### src/rtl/cal_seq_pkg.sv
package cal_seq_pkg;

    typedef enum logic [2:0] {
        ST_IDLE  = 3'd0,
        ST_STEP1 = 3'd1,
        ST_HOLD  = 3'd2,
        ST_STEP2 = 3'd3,
        ST_DONE  = 3'd4
    } cal_state_e;

endpackage

### src/rtl/cal_step_timer.sv
module cal_step_timer #(
    parameter int MAX_LEN = 128
) (
    input  logic                       clk,
    input  logic                       rst,
    input  logic                       run_i,
    input  logic [$clog2(MAX_LEN)-1:0] last_i,
    output logic                       end_o
);
    localparam int CW = $clog2(MAX_LEN);

    logic [CW-1:0] cnt_q;

    assign end_o = run_i && (cnt_q == last_i);

    always_ff @(posedge clk) begin
        if (rst || !run_i || end_o) begin
            cnt_q <= '0;
        end else begin
            cnt_q <= cnt_q + 1'b1;
        end
    end
endmodule

### src/rtl/cal_sync_counter.sv
module cal_sync_counter #(
    parameter int NUM_PULSES = 16
) (
    input  logic clk,
    input  logic rst,
    input  logic run_i,
    input  logic pulse_i,
    output logic met_o
);
    localparam int CW = (NUM_PULSES < 2) ? 1 : $clog2(NUM_PULSES);
    localparam logic [CW-1:0] LAST = CW'(NUM_PULSES - 1);

    logic [CW-1:0] cnt_q;

    assign met_o = run_i && pulse_i && (cnt_q == LAST);

    always_ff @(posedge clk) begin
        if (rst || !run_i || met_o) begin
            cnt_q <= '0;
        end else if (pulse_i) begin
            cnt_q <= cnt_q + 1'b1;
        end
    end
endmodule

### src/rtl/cal_sequencer.sv
module cal_sequencer #(
    parameter int STEP1_CYCLES = 64,
    parameter int STEP2_CYCLES = 128,
    parameter int SYNC_PERIODS = 16
) (
    input  logic       clk,
    input  logic       rst,
    input  logic       cal_start_i,
    input  logic       sync_en_i,
    input  logic       sync_pulse_i,
    output logic       cal_busy_o,
    output logic       cal_done_o,
    output logic [2:0] cal_phase_o
);
    import cal_seq_pkg::*;

    localparam int MAX_LEN = (STEP1_CYCLES > STEP2_CYCLES) ? STEP1_CYCLES : STEP2_CYCLES;
    localparam int TW      = $clog2(MAX_LEN);
    localparam logic [TW-1:0] STEP1_LAST = TW'(STEP1_CYCLES - 1);
    localparam logic [TW-1:0] STEP2_LAST = TW'(STEP2_CYCLES - 1);

    cal_state_e    state_q, state_d;
    logic          timer_run, timer_end, sync_met;
    logic [TW-1:0] timer_last;

    assign timer_run  = (state_q == ST_STEP1) || (state_q == ST_STEP2);
    assign timer_last = (state_q == ST_STEP1) ? STEP1_LAST : STEP2_LAST;

    cal_step_timer #(.MAX_LEN(MAX_LEN)) timer_i (
        .clk    (clk),
        .rst    (rst),
        .run_i  (timer_run),
        .last_i (timer_last),
        .end_o  (timer_end)
    );

    cal_sync_counter #(.NUM_PULSES(SYNC_PERIODS)) sync_cnt_i (
        .clk     (clk),
        .rst     (rst),
        .run_i   (state_q == ST_HOLD),
        .pulse_i (sync_pulse_i),
        .met_o   (sync_met)
    );

    // Next-state logic
    always_comb begin
        state_d = state_q;
        unique case (state_q)
            ST_IDLE:  if (cal_start_i) state_d = ST_STEP1;                 // start
            ST_STEP1: if (timer_end)   state_d = sync_en_i ? ST_HOLD       // step1_end_sync
                                                           : ST_STEP2;     // step1_end_nosync
            ST_HOLD:  if (sync_met)    state_d = ST_STEP2;                 // sync_met
            ST_STEP2: if (timer_end)   state_d = ST_DONE;                  // step2_end
            ST_DONE:  if (!cal_start_i) state_d = ST_IDLE;                 // release
            default:  state_d = ST_IDLE;
        endcase
    end

    // State register
    always_ff @(posedge clk) begin
        if (rst) state_q <= ST_IDLE;
        else     state_q <= state_d;
    end

    // Output decode
    always_comb begin
        cal_busy_o  = 1'b0;
        cal_done_o  = 1'b0;
        cal_phase_o = 3'(state_q);
        unique case (state_q)
            ST_IDLE:                     ;
            ST_STEP1, ST_HOLD, ST_STEP2: cal_busy_o = 1'b1;
            ST_DONE:                     cal_done_o = 1'b1;
            default:                     ;
        endcase
    end
endmodule

### config.mk
export PLATFORM = sky130hd
export DESIGN_NAME = cal_sequencer
export DESIGN_NICKNAME = d
export VERILOG_FILES = /design/src/rtl/cal_seq_pkg.sv /design/src/rtl/cal_step_timer.sv /design/src/rtl/cal_sync_counter.sv /design/src/rtl/cal_sequencer.sv
export SDC_FILE = /design/constraint.sdc
export NUM_CORES = 1
export LEC_CHECK = 0
export ABC_AREA = 0
export BUFFER_PORTS_ARGS = -buffer_cell sky130_fd_sc_hd__buf_2
export CORE_MARGIN = 2
export CORE_UTILIZATION = 35
export CTS_CLUSTER_SIZE = 16
export DETAILED_ROUTE_END_ITERATION = 12
export PLACE_DENSITY = 0.51
export SETUP_SLACK_MARGIN = 0.15
export SLEW_MARGIN = 25
export SYNTH_ARGS = -nofsm -noshare
export SYNTH_HDL_FRONTEND = slang
export SYNTH_SLANG_ARGS = --single-unit
### constraint.sdc
create_clock -name clk -period 1.8 [get_ports clk]
set_clock_uncertainty 0.1 [all_clocks]
set_input_delay 0 -clock clk [delete_from_list [all_inputs] [get_ports clk]]
set_output_delay 0 -clock clk [all_outputs]
set_load 0.05 [all_outputs]
==> results of run 1 <==
## registers in the layout (all words and copies together) (netlist names)
name / count
cal_phase_o: 3
sync_cnt_i.cnt_q: 4
timer_i.cnt_q: 7
## power groups by stage
stage / logic [mW] / clock network, mW / registers (mW)
finish: 0.109 / 0.224 / 0.344
global route: 0.117 / 0.256 / 0.348
CTS: 0.109 / 0.239 / 0.344
detailed placement: 0.102 / 0 / 0.351
global placement: 0.103 / 0 / 0.350
floorplan: 0.0735 / 0 / 0.358
## worst register-to-register path, cell delays in order (launching register included)
cell	delay [ns]
dfxtp_1	0.41
ha_1	0.25
and3_4	0.25
and3_1	0.21
nor4_4	0.04
## Yosys cell counts
master / instances / share of area
a21o_2: 1 / 0.013
a21oi_1: 3 / 0.023
a21oi_2: 1 / 0.013
a22o_1: 1 / 0.013
a311oi_1: 1 / 0.013
a31oi_1: 1 / 0.0094
a32oi_1: 1 / 0.013
and2_1: 1 / 0.0094
and3_1: 1 / 0.0094
and3_4: 2 / 0.034
buf_2: 1 / 0.0075
buf_4: 1 / 0.011
buf_6: 1 / 0.017
dfxtp_1: 14 / 0.42
ha_1: 2 / 0.038
inv_1: 1 / 0.0057
mux2i_1: 1 / 0.015
nand2_1: 3 / 0.017
nand2b_1: 1 / 0.0094
nand3_1: 3 / 0.023
nand3b_1: 1 / 0.011
nand4_1: 2 / 0.019
nand4b_1: 1 / 0.013
nor2_1: 14 / 0.079
nor4_4: 1 / 0.032
o21ai_0: 3 / 0.023
o311ai_0: 1 / 0.013
xnor2_1: 3 / 0.040
xor2_1: 4 / 0.053
## routing by layer
layer	part of all wire	routed length [um]	up-vias
met1	0.48	609	250
met4	0	0	0
li1	-	-	278
met5	0	0	-
met3	0.015	19	0
met2	0.50	634	4
## layout make-up
type                    instances  area (um^2)  share of cell area
inverters                       1         3.75             0.00472
well taps                      25         31.3              0.0394
flip-flops and latches         14          283               0.356
multi-input cells              53          355               0.447
repair buffers                 13         85.1               0.107
clock buffers                   4         36.3              0.0457
## worst paths after layout
kind | slack, ns | endpoint | from
worst max-delay path | 0.43 | cal_phase_o[1]$_SDFFE_PP0P_ | timer_i.cnt_q[0]$_SDFF_PP0_
worst min-delay path | 0.39 | timer_i.cnt_q[0]$_SDFF_PP0_ | timer_i.cnt_q[0]$_SDFF_PP0_
worst max register to register | 0.43 | cal_phase_o[1]$_SDFFE_PP0P_ | timer_i.cnt_q[0]$_SDFF_PP0_
worst min register to register | 0.39 | timer_i.cnt_q[0]$_SDFF_PP0_ | timer_i.cnt_q[0]$_SDFF_PP0_
## kinds of logic after synthesis
group                    after synthesis  synth area share
AND/OR/NAND/NOR                       30             0.257
flip-flops                            14             0.423
multiplexers                           1            0.0151
buffers and inverters                  4            0.0415
adder cells (fa/ha/maj)                2            0.0377
XOR/XNOR                               7            0.0925
AO/OA/AOI/OAI                         13             0.134
==> results.sh, run 1 <==
export IMPL_status="finished, final reports clean"
export IMPL_powerDensity_mw_per_mm2=853
export IMPL_p_leak_nw=0.301
export IMPL_worst_ep_arrival_time_ns=1.43
export IMPL_fin_ws_ns=0.429
export IMPL_post_cts_setup_buffer_count=0
export IMPL_placed_area_um2=718
export IMPL_clockPowerShare=0.331
export IMPL_slowest_stage="dfxtp_1"
export IMPL_ios=10
export IMPL_cts_buffer_depth=2
export IMPL_crit_fanout=7
export IMPL_start_kind="register"
export IMPL_whs_path_depth=1
export IMPL_place_gp_congestion=0.744
export IMPL_busiest_layer="met2"
export IMPL_drc=0
export IMPL_die_w_um=47.5
export IMPL_hpwl_um=845
export IMPL_fmax_mhz=730
export IMPL_critPathRequiredTime_ns=1.86
export IMPL_post_route_cell_area_um2=795
export IMPL_portBuffers=9
export IMPL_syn_area_um2=663
export IMPL_area_delta_synth_final_pct=19.8
export IMPL_dieArea_mm2=0.00226
export IMPL_viasPerCell=4.84
export IMPL_nNetsFinal=93
export IMPL_combPwrFrac=0.161
export IMPL_num_rows=15
export IMPL_irDropWorstVdd_v=0.000367
export IMPL_avgSynthCellArea_um2=9.34
export IMPL_synth_seq_cells=14
export IMPL_initial_utilization=0.380
export IMPL_p_int_uw=480
export IMPL_relSlewSlack=0.822
export IMPL_antennaDiodeCount=0
export IMPL_cts_resized_gates=0
export IMPL_fin_util=0.455
export IMPL_instances_no_fill=110
export IMPL_p_total_uw=678
export IMPL_overflow=0
export IMPL_pwr_share_seq=0.508
export IMPL_p_sw_frac=0.292
export IMPL_grt_pass1_vias=488
export IMPL_synth_cell_types=29
export IMPL_cts_buffers=3
export IMPL_worstMarginPinSlew_ns=0.263
export IMPL_finalMaxSlewViolations=0
export IMPL_dpl_worst_slack_ns=0.442
export IMPL_syn_inst=71
export IMPL_cts_root_buf="clkbuf_4"
export IMPL_rsz0062_at_grt="false"
export IMPL_cts_num_sinks=14
export IMPL_cts_tree="done"
export IMPL_crit_cells=4
export IMPL_drt_iter0_drc=15
export IMPL_ctsHoldBuffers=4
export IMPL_grt_util_met1=0.178
export IMPL_hold_class="reg -> reg"
export IMPL_tns_ns=0
export IMPL_placedCellCount=102
export IMPL_crit_path_end_kind="register"
export IMPL_critical_path_class="reg -> reg"
export IMPL_path_cells="ha_1 -> and3_4 -> and3_1 -> nor4_4"
export IMPL_path_delay_family="simple AND/OR/NAND/NOR gates"
export IMPL_period_minus_slack_ns=1.37
export IMPL_fp_coreArea_mm2=0.00175
export IMPL_num_vias=532
export IMPL_setup_violations=0
export IMPL_p_switching_uw=198
export IMPL_h_tree_depth=1
export IMPL_drv_cap=0
export IMPL_antenna_found_initial=0
export IMPL_clkTransAtPathRegs_ns=0.09
export IMPL_ant_nets=0
export IMPL_grt_met3_usage=0.0340
export IMPL_drt_pass1_iter_count=4
export IMPL_clk_latency_ns=0.27
export IMPL_final_common_cell="nor2_1"
export IMPL_fin_crit_sh=0.761
export IMPL_nFillCells=190
export IMPL_synth_seq_area_share=0.423
export IMPL_grt_use_met2=0.214
export IMPL_cp_slowest_stage_delay_ns=0.41
export IMPL_wl_per_cell_um=11.5
export IMPL_die_h_um=47.5
export IMPL_reg2regPathDepth=4
export IMPL_grt_pass1_wl_um=2190
export IMPL_hold_viol=0
export IMPL_synth_fp_nets=78
export IMPL_path_buf_inv=0
export IMPL_hold_ws_ns=0.385
export IMPL_mostFrequentLayoutCells="14 x nor2_1, 12 x dfxtp_1, 9 x buf_2"
export IMPL_grt_start_max_net_pins=13
export IMPL_yosys_warnings=0
export IMPL_wirelength_um=1260
export IMPL_drive_gt1_frac=0.235
export IMPL_grtUsageTotal=0.139
Power figures use the tool's default switching activity.
==> inputs of run 2 (changes only) <==
--- a/config.mk
+++ b/config.mk
@@ -5,7 +5,7 @@
 export SDC_FILE = /design/constraint.sdc
 export NUM_CORES = 1
 export LEC_CHECK = 0
-export ABC_AREA = 0
+export ABC_AREA = 1
 export BUFFER_PORTS_ARGS = -buffer_cell sky130_fd_sc_hd__buf_2
 export CORE_MARGIN = 2
 export CORE_UTILIZATION = 35
==> constraint.sdc (replaced) <==
create_clock -name clk -period 1.4 [get_ports clk]
set_clock_uncertainty 0.1 [all_clocks]
set_input_delay 0 -clock clk [delete_from_list [all_inputs] [get_ports clk]]
set_output_delay 0 -clock clk [all_outputs]
set_load 0.05 [all_outputs]
==> run 2 against run 1 <==
  * Critical path depth increased by 3
  * Worst setup slack got worse by 0.35 ns
  * Synthesized area up 4.3%
  * Non-clock buffer count up 4
  * Sequential power up 74%
  * Clock-buffer cell count unchanged
  * Maximum frequency grew 4.0%
  * Critical path type unchanged
  * Highest routed layer is now met4
==> results.sh, run 2 <==
export IMPL_tns_ns=0
export IMPL_mostFrequentLayoutCells="15 x nand2_1, 13 x nor2_1, 10 x inv_1"
export IMPL_overflow=0
export IMPL_p_leak_nw=0.380
export IMPL_cts_root_buf="clkbuf_4"
export IMPL_synth_seq_cells=14
export IMPL_syn_area_um2=692
export IMPL_hold_viol=0
export IMPL_drive_gt1_frac=0.429
export IMPL_pwr_share_seq=0.334
export IMPL_cts_tree="done"
export IMPL_slowest_stage="dfxtp_2"
export IMPL_grtUsageTotal=0.125
export IMPL_portBuffers=9
export IMPL_hold_class="in -> reg"
export IMPL_fin_util=0.514
export IMPL_num_rows=16
export IMPL_synthTopCellsByCount="19 x nand2_1, 15 x nor2_1, 14 x dfxtp_1"
export IMPL_synth_fp_nets=98
export IMPL_syn_inst=91
export IMPL_clk_latency_ns=0.28
export IMPL_path_cells="ha_4 -> nand3_4 -> nor2_4 -> buf_4 -> buf_4 -> xor2_1 -> nor2_1"
export IMPL_die_w_um=48.5
export IMPL_final_common_cell="nand2_1"
export IMPL_die_h_um=48.5
export IMPL_ios=10
export IMPL_critical_path_class="reg -> reg"
export IMPL_grt_start_max_net_pins=9
export IMPL_synth_edf_count=0
export IMPL_dieArea_mm2=0.00235
export IMPL_crit_fanout=3
export IMPL_wl_met2_um=632
export IMPL_cts_buffer_depth=2
export IMPL_drt_iter0_drc=5
export IMPL_grt_pass1_wl_um=2330
export IMPL_path_delay_family="flip-flops"
export IMPL_powerDensity_mw_per_mm2=1820
export IMPL_whs_path_depth=6
export IMPL_relSlewSlack=0.835
export IMPL_area_delta_synth_final_pct=42.7
export IMPL_cp_slowest_stage_delay_ns=0.37
export IMPL_fin_crit_sh=0.941
export IMPL_critPathRequiredTime_ns=1.48
export IMPL_wl_met3_um=51
export IMPL_initial_utilization=0.360
export IMPL_highest_layer="met4"
export IMPL_combPwrFrac=0.507
export IMPL_h_tree_depth=1
export IMPL_viasPerCell=4.45
export IMPL_synthTopCellsByArea="dfxtp_1 41%, nand2_1 10%, nor2_1 8.1%"
export IMPL_clkTransAtPathRegs_ns=0.08
export IMPL_nNetsFinal=120
export IMPL_p_int_uw=947
export IMPL_hpwl_um=924
export IMPL_period_minus_slack_ns=1.32
export IMPL_place_gp_congestion=0.767
export IMPL_avgSynthCellArea_um2=7.60
export IMPL_cts_num_sinks=14
export IMPL_cts_buffers=3
export IMPL_wirelength_um=1320
export IMPL_synth_cell_types=19
export IMPL_reg2regPathDepth=7
export IMPL_ys_flop_type="dfxtp_1"
export IMPL_drc=0
export IMPL_finalMaxSlewViolations=0
export IMPL_yosys_warnings=0
export IMPL_start_kind="register"
export IMPL_worstMarginPinSlew_ns=0.249
export IMPL_synth_seq_area_share=0.405
export IMPL_crit_cells=7
export IMPL_status="finished, final reports clean"
export IMPL_rsz0062_at_grt="true"
export IMPL_path_buf_inv=2
export IMPL_async_reset_ff_frac=0
export IMPL_fp_coreArea_mm2=0.00192
export IMPL_crit_path_end_kind="register"
export IMPL_fmax_mhz=759
export IMPL_grt_pass1_vias=573
export IMPL_clockPowerShare=0.159
export IMPL_drt_pass1_iter_count=4
export IMPL_synth_most_common_cell="nand2_1"
export IMPL_drt_met1_wl_um=629
export IMPL_antennaDiodeCount=0
export IMPL_worst_ep_arrival_time_ns=1.39
export IMPL_num_vias=618
export IMPL_yosysTopAreaCell="dfxtp_1"
export IMPL_largest_reg_flops=7
export IMPL_drv_cap=0
export IMPL_regMostFlops="timer_i.cnt_q"
export IMPL_ant_nets=0
export IMPL_antenna_found_initial=0
export IMPL_wl_per_cell_um=9.52
export IMPL_p_sw_frac=0.472
export IMPL_p_switching_uw=848
export IMPL_critical_path_most_common_cell="buf_4"
export IMPL_irDropWorstVdd_v=0.000978
export IMPL_setup_violations=0
export IMPL_yosysTopAreaCellShare=0.405
-- run 2: changes by cell type in the layout (fill, tap and decap cells not counted), moves of 3 or more --
| cell | before | now |
|---|---|---|
| dfxtp_4 | 0 | 4 |
| nand2_1 | 3 | 15 |
| dfxtp_1 | 12 | 7 |
| nor2_4 | 0 | 3 |
| nand2_2 | 0 | 6 |
| buf_4 | 0 | 5 |
| inv_1 | 1 | 10 |
-- run 2: cell families after synthesis --
| family | Yosys count | synth area share |
|---|---|---|
| compound gates | 4 | 0.0289 |
| flops | 14 | 0.405 |
| fa+ha+maj | 2 | 0.0362 |
| xor+xnor | 5 | 0.0633 |
| buf+inv | 11 | 0.0597 |
| simple gates | 55 | 0.407 |
-- run 2: per-stage QoR --
stage | setup slack, ns | std cells | power [mW] | cell area (um^2) | hold slack, ns
after floorplan | 0.125 | 91 | 1.26 | 734 | 0.0536
after global placement | 0.0630 | 127 | 1.42 | 813 | 0.222
after detailed placement | 0.0597 | 127 | 1.41 | 813 | 0.215
after CTS | 0.0918 | 137 | 1.73 | 930 | 0.0831
after global routing | 0.0152 | 139 | 1.93 | 987 | 0.161
final | 0.0820 | 139 | 1.79 | 987 | 0.127
-- run 2: routing by layer --
layer | vias to the layer above | global-route usage
met2 | 10 | 0.213
met5 | - | 0
li1 | 330 | -
met3 | 2 | 0.0463
met4 | 0 | 0.0286
met1 | 276 | 0.150
-- run 2: final timing paths --
kind	endpoint	start	slack (ns)
max	timer_i.cnt_q[6]$_SDFF_PP0_	timer_i.cnt_q[1]$_SDFF_PP0_	0.08
min	cal_phase_o[1]$_SDFFE_PP0P_	cal_start_i	0.13
max reg2reg	timer_i.cnt_q[6]$_SDFF_PP0_	timer_i.cnt_q[1]$_SDFF_PP0_	0.08
min reg2reg	timer_i.cnt_q[4]$_SDFF_PP0_	timer_i.cnt_q[4]$_SDFF_PP0_	0.40
-- run 2: worst min-delay path: cells and delay by family --
family / cells / cell delay, ns
xor+xnor: 1 / 0.05
buf+inv: 1 / 0.08
simple gates: 4 / 0.34
-- run 2: power by group through the flow --
stage	clock [mW]	sequential [mW]	combinational (mW)
2_1_floorplan	0	0.729	0.527
6_report	0.286	0.599	0.909
4_1_cts	0.299	0.600	0.832
3_3_place_gp	0	0.604	0.811
3_5_place_dp	0	0.604	0.803
5_1_grt	0.318	0.617	0.994
-- run 2: area by class of cell --
class                      count  area [um^2]
clock buffer                   4         36.3
fill                         199          935
inverter                      11         41.3
multi-input combinational     66          455
sequential                    14          299
tap                           27         33.8
timing repair buffer          17          121
-- run 2: what timing repair did --
action                                 4_1_cts  5_1_grt
gates resized for setup                      8       11
endpoints found under the hold margin        6        0
hold buffers                                 3        0
buffers inserted                             3        2
setup endpoints to repair                   12       16
pin swaps                                    6        6
==> inputs of run 3 (changes only) <==
==> constraint.sdc (replaced) <==
create_clock -name clk -period 1.7 [get_ports clk]
set_clock_uncertainty 0.1 [all_clocks]
set_input_delay 0 -clock clk [delete_from_list [all_inputs] [get_ports clk]]
set_output_delay 0 -clock clk [all_outputs]
set_load 0.05 [all_outputs]
==> run 3 against run 2 <==
  * Worst setup slack better by 0.24 ns
  * Largest power group unchanged
  * First-iteration DRC count down 60%
  * Via count down 7.3%
  * Clock-buffer cell count fell by 1
  * Sequential share of layout area grew 3.3 points
  * Register-to-register slack better by 0.24 ns
  * Non-clock buffer count down 5
  * Utilization is 7.4 points lower
  * Maximum frequency decreased by 4.5%
==> results.sh, run 3 (synthesis gave the netlist of run 2 again) <==
export IMPL_status="finished, final reports clean"
export IMPL_antennaDiodeCount=0
export IMPL_drive_gt1_frac=0.274
export IMPL_hold_ws_ns=0.0979
export IMPL_overflow=0
export IMPL_ant_nets=0
export IMPL_wl_per_cell_um=9.20
export IMPL_period_minus_slack_ns=1.38
export IMPL_p_leak_nw=0.345
export IMPL_grtUsageTotal=0.116
export IMPL_ios=10
export IMPL_antenna_found_initial=0
export IMPL_relSlewSlack=0.835
export IMPL_crit_fanout=3
export IMPL_powerDensity_mw_per_mm2=1530
export IMPL_critical_path_class="reg -> reg"
export IMPL_hold_class="in -> reg"
export IMPL_tns_ns=0
export IMPL_cts_tree="done"
export IMPL_cts_num_sinks=14
export IMPL_clkTransAtPathRegs_ns=0.08
export IMPL_drt_pass1_iter_count=4
export IMPL_fin_crit_sh=0.812
export IMPL_initial_utilization=0.360
export IMPL_h_tree_depth=1
export IMPL_reg2reg_slack_ns=0.32
export IMPL_num_vias=573
export IMPL_portBuffers=9
export IMPL_area_delta_synth_final_pct=22.2
export IMPL_cts_buffers=3
export IMPL_clk_latency_ns=0.27
export IMPL_cts_resized_gates=0
export IMPL_mostFrequentLayoutCells="19 x nand2_1, 14 x nor2_1, 11 x inv_1, 11 x dfxtp_1, 9 x buf_2"
export IMPL_final_common_cell="nand2_1"
export IMPL_irDropWorstVdd_v=0.000729
export IMPL_worstMarginPinSlew_ns=0.249
export IMPL_cts_buffer_depth=2
export IMPL_grt_pass1_wl_um=2080
export IMPL_finalMaxSlewViolations=0
export IMPL_grt_pass1_vias=530
export IMPL_drc=0
export IMPL_dieArea_mm2=0.00235
export IMPL_hold_viol=0
export IMPL_place_gp_congestion=0.766
export IMPL_post_cts_setup_buffer_count=0
export IMPL_fp_coreArea_mm2=0.00192
export IMPL_regMostFlops="timer_i.cnt_q"
export IMPL_rsz0062_at_grt="false"
export IMPL_nNetsFinal=115
export IMPL_largest_reg_flops=7
export IMPL_worst_ep_arrival_time_ns=1.49
export IMPL_wirelength_um=1220
export IMPL_die_h_um=48.5
export IMPL_crit_path_end_kind="register"
export IMPL_drt_iter0_drc=2
export IMPL_die_w_um=48.5
export IMPL_drv_cap=0
export IMPL_start_kind="register"
export IMPL_fmax_mhz=725
export IMPL_num_rows=16
export IMPL_grt_start_max_net_pins=9
export IMPL_viasPerCell=4.31
export IMPL_setup_violations=0
export IMPL_hpwl_um=937
export IMPL_cts_root_buf="clkbuf_4"
export IMPL_critPathRequiredTime_ns=1.81
-- run 3: cell types whose count changed in the layout (fill, tap and decap cells not counted), sizes merged --
cell / previous run / this run
clkbuf: 5 / 3
buf: 13 / 9
-- run 3: what timing repair did --
item | CTS | global route
setup endpoints to repair | 0 | 0
hold endpoints to repair | 6 | 0
hold buffers | 3 | 0
-- run 3: layout make-up --
| class | instances | area (um^2) |
|---|---|---|
| fillers | 205 | 1080 |
| inverters | 11 | 41.3 |
| repair buffers | 12 | 75.1 |
| well taps | 27 | 33.8 |
| multi-input cells | 66 | 389 |
| flip-flops and latches | 14 | 284 |
| clock buffers | 3 | 22.5 |
-- run 3: stage by stage --
stage	worst slack, ns	power (mW)	utilization	cell area, um^2	instances
floorplan	0.256	0.993	-	714	91
finish	0.320	1.30	0.440	846	133
global placement	0.338	1.12	0.413	793	127
detailed placement	0.315	1.12	0.413	793	127
global route	0.173	1.39	0.440	846	133
CTS	0.292	1.32	0.440	846	133
-- run 3: worst paths after layout --
kind                               startpoint                     endpoint  depth (start not counted)
setup / recovery  timer_i.cnt_q[0]$_SDFF_PP0_  cal_phase_o[1]$_SDFFE_PP0P_                          9
hold / removal                    cal_start_i  cal_phase_o[1]$_SDFFE_PP0P_                          6
setup reg to reg  timer_i.cnt_q[0]$_SDFF_PP0_  cal_phase_o[1]$_SDFFE_PP0P_                          9
hold reg to reg   timer_i.cnt_q[0]$_SDFF_PP0_  timer_i.cnt_q[0]$_SDFF_PP0_                          1
-- run 3: power by group --
group | internal, mW | switching, mW | leakage [nW]
logic | 0.188 | 0.462 | 0.217
clock network | 0.0819 | 0.0979 | 0.0138
registers | 0.381 | 0.0853 | 0.115
total | 0.651 | 0.646 | 0.345
-- run 3: critical path: stages (launching register included) --
cell and delay (ns):
dfxtp_1 0.36, ha_1 0.21, nand3_2 0.10, nor2_4 0.10, nand2_1 0.09, nand2_2 0.10
nand3_2 0.08, nand2_1 0.07, inv_1 0.03, nor2_1 0.08
-- run 3: per-layer routing --
layer	global-route usage	up-vias	routed length, um
met5	0	-	0
met4	0.0286	0	12
met3	0.0556	2	35
met2	0.197	5	568
met1	0.131	246	606
li1	-	320	-
